===== config.mk =====
export PLATFORM = sky130hd
export DESIGN_NAME = loop_close_seq
export DESIGN_NICKNAME = d
export VERILOG_FILES = /design/src/rtl/lcs_pkg.sv /design/src/rtl/lcs_ms_counter.sv /design/src/rtl/lcs_freq_buffer.sv /design/src/rtl/lcs_close_ctrl.sv /design/src/rtl/loop_close_seq.sv
export SDC_FILE = /design/constraint.sdc
export NUM_CORES = 1
export LEC_CHECK = 0
export BUFFER_PORTS_ARGS = -buffer_cell sky130_fd_sc_hd__buf_2
export CORE_MARGIN = 1
export CORE_UTILIZATION = 56
export DETAILED_ROUTE_END_ITERATION = 10
export PLACE_DENSITY = 0.79
export SLEW_MARGIN = 15
export SYNTH_ARGS = -nofsm -noshare
export SYNTH_HDL_FRONTEND = slang
export SYNTH_HIERARCHICAL = 1
export SYNTH_SLANG_ARGS = --single-unit

===== constraint.sdc =====
create_clock -name clk -period 2.7 [get_ports clk]
set_input_delay 0.135 -clock clk [delete_from_list [all_inputs] [get_ports clk]]
set_output_delay 0.135 -clock clk [all_outputs]
set_load 0.01 [all_outputs]

===== src/rtl/lcs_pkg.sv =====
package lcs_pkg;
  localparam int unsigned FREQ_W = 32;
  localparam int unsigned CNT_W  = 16;
  typedef logic [FREQ_W-1:0] freq_t;
  typedef logic [CNT_W-1:0]  cnt_t;
endpackage


===== src/rtl/lcs_ms_counter.sv =====
module lcs_ms_counter #(
  parameter int unsigned W = 16
) (
  input  logic         clk,
  input  logic         rst_n,
  input  logic         clr,
  input  logic         tick,
  output logic [W-1:0] cnt_after
);
  localparam logic [W-1:0] MAXV = '1;
  logic [W-1:0] cnt_q, cnt_d;

  // value the count takes once the current tick is applied
  assign cnt_after = (cnt_q == MAXV) ? cnt_q : cnt_q + 1'b1;

  always_comb begin
    cnt_d = cnt_q;
    if (clr)       cnt_d = '0;
    else if (tick) cnt_d = cnt_after;
  end

  always_ff @(posedge clk or negedge rst_n) begin
    if (!rst_n) cnt_q <= '0;
    else        cnt_q <= cnt_d;
  end
endmodule


===== src/rtl/lcs_freq_buffer.sv =====
module lcs_freq_buffer #(
  parameter int unsigned W = 32
) (
  input  logic         clk,
  input  logic         rst_n,
  input  logic         wr,
  input  logic [W-1:0] wdata,
  input  logic         swap,
  output logic [W-1:0] active
);
  logic [W-1:0] stage_q, stage_d, act_q, act_d;

  always_comb begin
    stage_d = wr   ? wdata   : stage_q;
    act_d   = swap ? stage_q : act_q;
  end

  always_ff @(posedge clk or negedge rst_n) begin
    if (!rst_n) begin
      stage_q <= '0;
      act_q   <= '0;
    end else begin
      stage_q <= stage_d;
      act_q   <= act_d;
    end
  end

  assign active = act_q;
endmodule


===== src/rtl/lcs_close_ctrl.sv =====
module lcs_close_ctrl #(
  parameter int unsigned W = 16
) (
  input  logic         clk,
  input  logic         rst_n,
  input  logic         cyc_start,
  input  logic         cyc_end,
  input  logic         cal_stop,
  input  logic         tick,
  input  logic [W-1:0] cnt_after,
  input  logic         ct_wr,
  input  logic [W-1:0] ct_wdata,
  output logic         load_pulse,
  output logic         loop_en,
  output logic         err
);
  logic [W-1:0] ct_q, ct_d;
  logic in_cyc_q, in_cyc_d, loaded_q, loaded_d, matched_q, matched_d;
  logic load_q, load_d, en_q, en_d, err_q, err_d;
  logic hit;

  assign hit = tick && in_cyc_q && !matched_q && (cnt_after == ct_q);

  always_comb begin
    ct_d      = ct_wr ? ct_wdata : ct_q;
    in_cyc_d  = in_cyc_q;
    loaded_d  = loaded_q;
    matched_d = matched_q;
    load_d    = 1'b0;
    en_d      = en_q;
    err_d     = err_q;
    if (cyc_start) begin
      in_cyc_d  = 1'b1;
      loaded_d  = 1'b0;
      matched_d = 1'b0;
      en_d      = 1'b0;
    end else if (cyc_end) begin
      in_cyc_d  = 1'b0;
      en_d      = 1'b0;
    end else begin
      if (cal_stop && in_cyc_q && !loaded_q) begin
        load_d   = 1'b1;
        loaded_d = 1'b1;
      end
      if (hit) begin
        matched_d = 1'b1;
        if (loaded_q) en_d  = 1'b1;
        else          err_d = 1'b1;
      end
    end
  end

  always_ff @(posedge clk or negedge rst_n) begin
    if (!rst_n) begin
      ct_q      <= '0;
      in_cyc_q  <= 1'b0;
      loaded_q  <= 1'b0;
      matched_q <= 1'b0;
      load_q    <= 1'b0;
      en_q      <= 1'b0;
      err_q     <= 1'b0;
    end else begin
      ct_q      <= ct_d;
      in_cyc_q  <= in_cyc_d;
      loaded_q  <= loaded_d;
      matched_q <= matched_d;
      load_q    <= load_d;
      en_q      <= en_d;
      err_q     <= err_d;
    end
  end

  assign load_pulse = load_q;
  assign loop_en    = en_q;
  assign err        = err_q;
endmodule


===== src/rtl/loop_close_seq.sv =====
module loop_close_seq
  import lcs_pkg::*;
(
  input  logic              clk,
  input  logic              rst_n,
  input  logic              ms_tick,
  input  logic              cyc_start,
  input  logic              cal_stop,
  input  logic              cyc_end,
  input  logic              wr_en,
  input  logic              wr_sel,
  input  logic [FREQ_W-1:0] wr_data,
  output logic              freq_load,
  output logic [FREQ_W-1:0] freq_word,
  output logic              loop_en,
  output logic              seq_err
);
  cnt_t cnt_after;

  lcs_ms_counter #(.W(CNT_W)) u_cnt (
    .clk(clk), .rst_n(rst_n), .clr(cyc_start), .tick(ms_tick),
    .cnt_after(cnt_after)
  );

  lcs_freq_buffer #(.W(FREQ_W)) u_freq (
    .clk(clk), .rst_n(rst_n), .wr(wr_en && !wr_sel), .wdata(wr_data),
    .swap(cyc_start), .active(freq_word)
  );

  lcs_close_ctrl #(.W(CNT_W)) u_ctl (
    .clk(clk), .rst_n(rst_n), .cyc_start(cyc_start), .cyc_end(cyc_end),
    .cal_stop(cal_stop), .tick(ms_tick), .cnt_after(cnt_after),
    .ct_wr(wr_en && wr_sel), .ct_wdata(wr_data[CNT_W-1:0]),
    .load_pulse(freq_load), .loop_en(loop_en), .err(seq_err)
  );
endmodule


==> reports/qor.yml <==
grt_max_degree: 57
ios: 75
cts_tree: "built"
leakagePower_nw: 2.77
synthCells: 357
crit_arrival_ps: 2770
yosys_warnings: 6
cts_root_buf: "clkbuf_8"
fp.dieArea_sq_um: 9230
clk_pin_slew_ps: 100
syn_avg_cell_area_sq_um: 13.9
outcome: "finished, final reports clean"
max_stage_delay_ps: 430
mappedNetlistNets: 398
synth-seq-area-share_pct: 51.5
worstPathMaxFanout: 9
grt_use_total_pct: 22.7
period_needed_ps: 2510
hpwl_mm: 6.49
wl_per_cell_um: 17.2
cp.required_ps: 2960
cts.path.max_buffers: 2
final_nets: 499
area_growth_pct: 17.2
crit_cells: 9
viasPerCell: 5.54
layout-drive-gt1-share_pct: 42.8
final_cell_mix: "dfrtp_1, buf_2, mux2_4"
rsz0062_at_grt: "no"
dpl_cell_area_sq_um: 5340
gp_congestion: 0.882
fmax_ghz: 0.398
die_h_um: 96.1
synth_edf_count: 0
cpMaxStageDelayCell: "dfrtp_1"
grt_remaining_overflow: 0
worst-slew-pin-transition_ps: 619
hold_viol_final: 0
num_rows: 33
cp_top_family: "simple AND/OR/NAND/NOR gates"
nFillCells: 571
antenna_left: 0
final_common_cell: "dfrtp_1"
drv_slew: 0
syn_area_sq_um: 4950
drc: 0
crit_path_end_kind: "register"
min_period_over_period_pct: 93.1
cp_num_buf_inv: 0
startpoint_type: "register"
num_vias: 3146
cts_buffers: 9
antenna_found_initial: 0
setup_viol: 0
drtIter0Drc: 152
grt_pass1_wl_mm: 15.7
r2r_cells: 9
clock_sinks: 102
post-place-ws_ps: 104
final_area_sq_um: 5810
peakVddDrop_mv: 0.295
wl_mm: 9.79
relSlewSlack_pct: 57.7
path_class: "reg2reg"
core_area_sq_um: 8380
grt_pass1_vias: 3116
async_flop_share_pct: 100
drv_cap: 0
skew_ps: 8.32
clk_latency_ps: 360
min_path_type: "in2reg"
power_density_nw_per_um2: 591
crit_chain: "ha_1 > nand3_4 > nor2_1 > nand3_1 > mux2_2 > xor2_1 > nor4_1 > nand3_1 > o31ai_1"
holdPathStages: 2
synth_cell_type_count: 49
die_w_um: 96.1
synth_seq_cells: 102
drt-pass1-iter-count: 4
htreeDepth: 3
io_buffers: 74
start_util_pct: 59.1
fin_tns_setup_ps: 0
synth_top_flop_cell: "dfrtp_1"
fin_ws_ps: 186
n_antenna_cell: 0
cp_common_cell: "nand3_1"
-- registers in the layout (all words and copies together) (netlist names) --
signal            cells
u_cnt/cnt_q          16
u_freq/active        32
u_ctl/in_cyc_q        1
u_ctl/ct_q           16
u_freq/stage_q       32
u_ctl/load_pulse      1
u_ctl/err             1
u_ctl/loop_en         1
u_ctl/loaded_q        1
u_ctl/matched_q       1
-- layout make-up --
class	instances	area, sq um	area share [%]
clock buffers	10	138	2.37
clock inverters	6	52.6	0.905
repair buffers	112	731	12.6
multi-input cells	226	2180	37.5
flip-flops and latches	102	2550	44.0
well taps	105	131	2.26
inverters	7	26.3	0.452
-- metrics by stage --
step | util [%] | cells | hold WS (ps) | power (mW)
2_1_floorplan | - | 357 | -161 | 2.30
3_3_place_gp | 63.7 | 525 | 171 | 2.49
3_5_place_dp | 63.7 | 525 | 179 | 2.52
4_1_cts | 68.5 | 562 | 2.71 | 3.46
6_report | 69.3 | 568 | 16.4 | 3.43
5_1_grt | 69.3 | 568 | 0.711 | 3.61
-- cells in the mapped netlist, drive strengths merged, types with 7 or more instances --
cell     n  area share [%]
nand3   12             1.5
xnor2    8             1.4
nand2   14             1.1
inv      7            0.53
a21oi   13             1.5
nor2    12            0.91
nor4     8             1.4
xor2    21             3.7
dfrtp  102              52
mux2    81              23
buf     19             4.1
nand4    7             1.5
o21ai    7            0.71
-- path summary, 6_finish.rpt --
path / slack, ps / from / end
setup reg to reg: 190 / u_cnt/cnt_q[1] / u_ctl/loop_en
hold reg to reg: 480 / u_ctl/err / u_ctl/err
hold / removal: 20 / wr_data[1] / u_ctl/ct_q[1]
min in group asynchronous: 300 / rst_n / u_freq/stage_q[23]
max in group asynchronous: 1690 / rst_n / u_cnt/cnt_q[12]
setup / recovery: 190 / u_cnt/cnt_q[1] / u_ctl/loop_en
-- power breakdown --
group | internal, mW | switching [mW] | total (mW) | leakage [nW]
clock network | 0.373 | 0.542 | 0.915 | 0.0910
registers | 1.73 | 0.128 | 1.86 | 1.24
logic | 0.399 | 0.257 | 0.657 | 1.44
total | 2.50 | 0.927 | 3.43 | 2.77
-- timing repair --
action	in CTS	in global routing
hold buffers	21	3
gates resized for setup	0	2
setup buffers	0	3
setup endpoints to repair	0	3
hold endpoints to repair	67	3
-- logic make-up (layout without fill, tap and decap cells) --
logic type / Yosys count / count (layout) / synth area share (%)
xor+xnor: 29 / 29 / 5.13
buf+inv: 29 / 135 / 4.82
fa+ha+maj: 1 / 1 / 0.252
flops: 102 / 102 / 51.5
mux: 83 / 83 / 23.4
simple gates: 78 / 78 / 9.95
compound gates: 35 / 35 / 4.98
-- metal layers --
metal	track usage (%)	part of all wire [%]
met3	4.66	4.1
met1	30.8	46
met4	7.46	1.3
met5	0	0
met2	36.6	48
(Power assumes the default switching activity.)
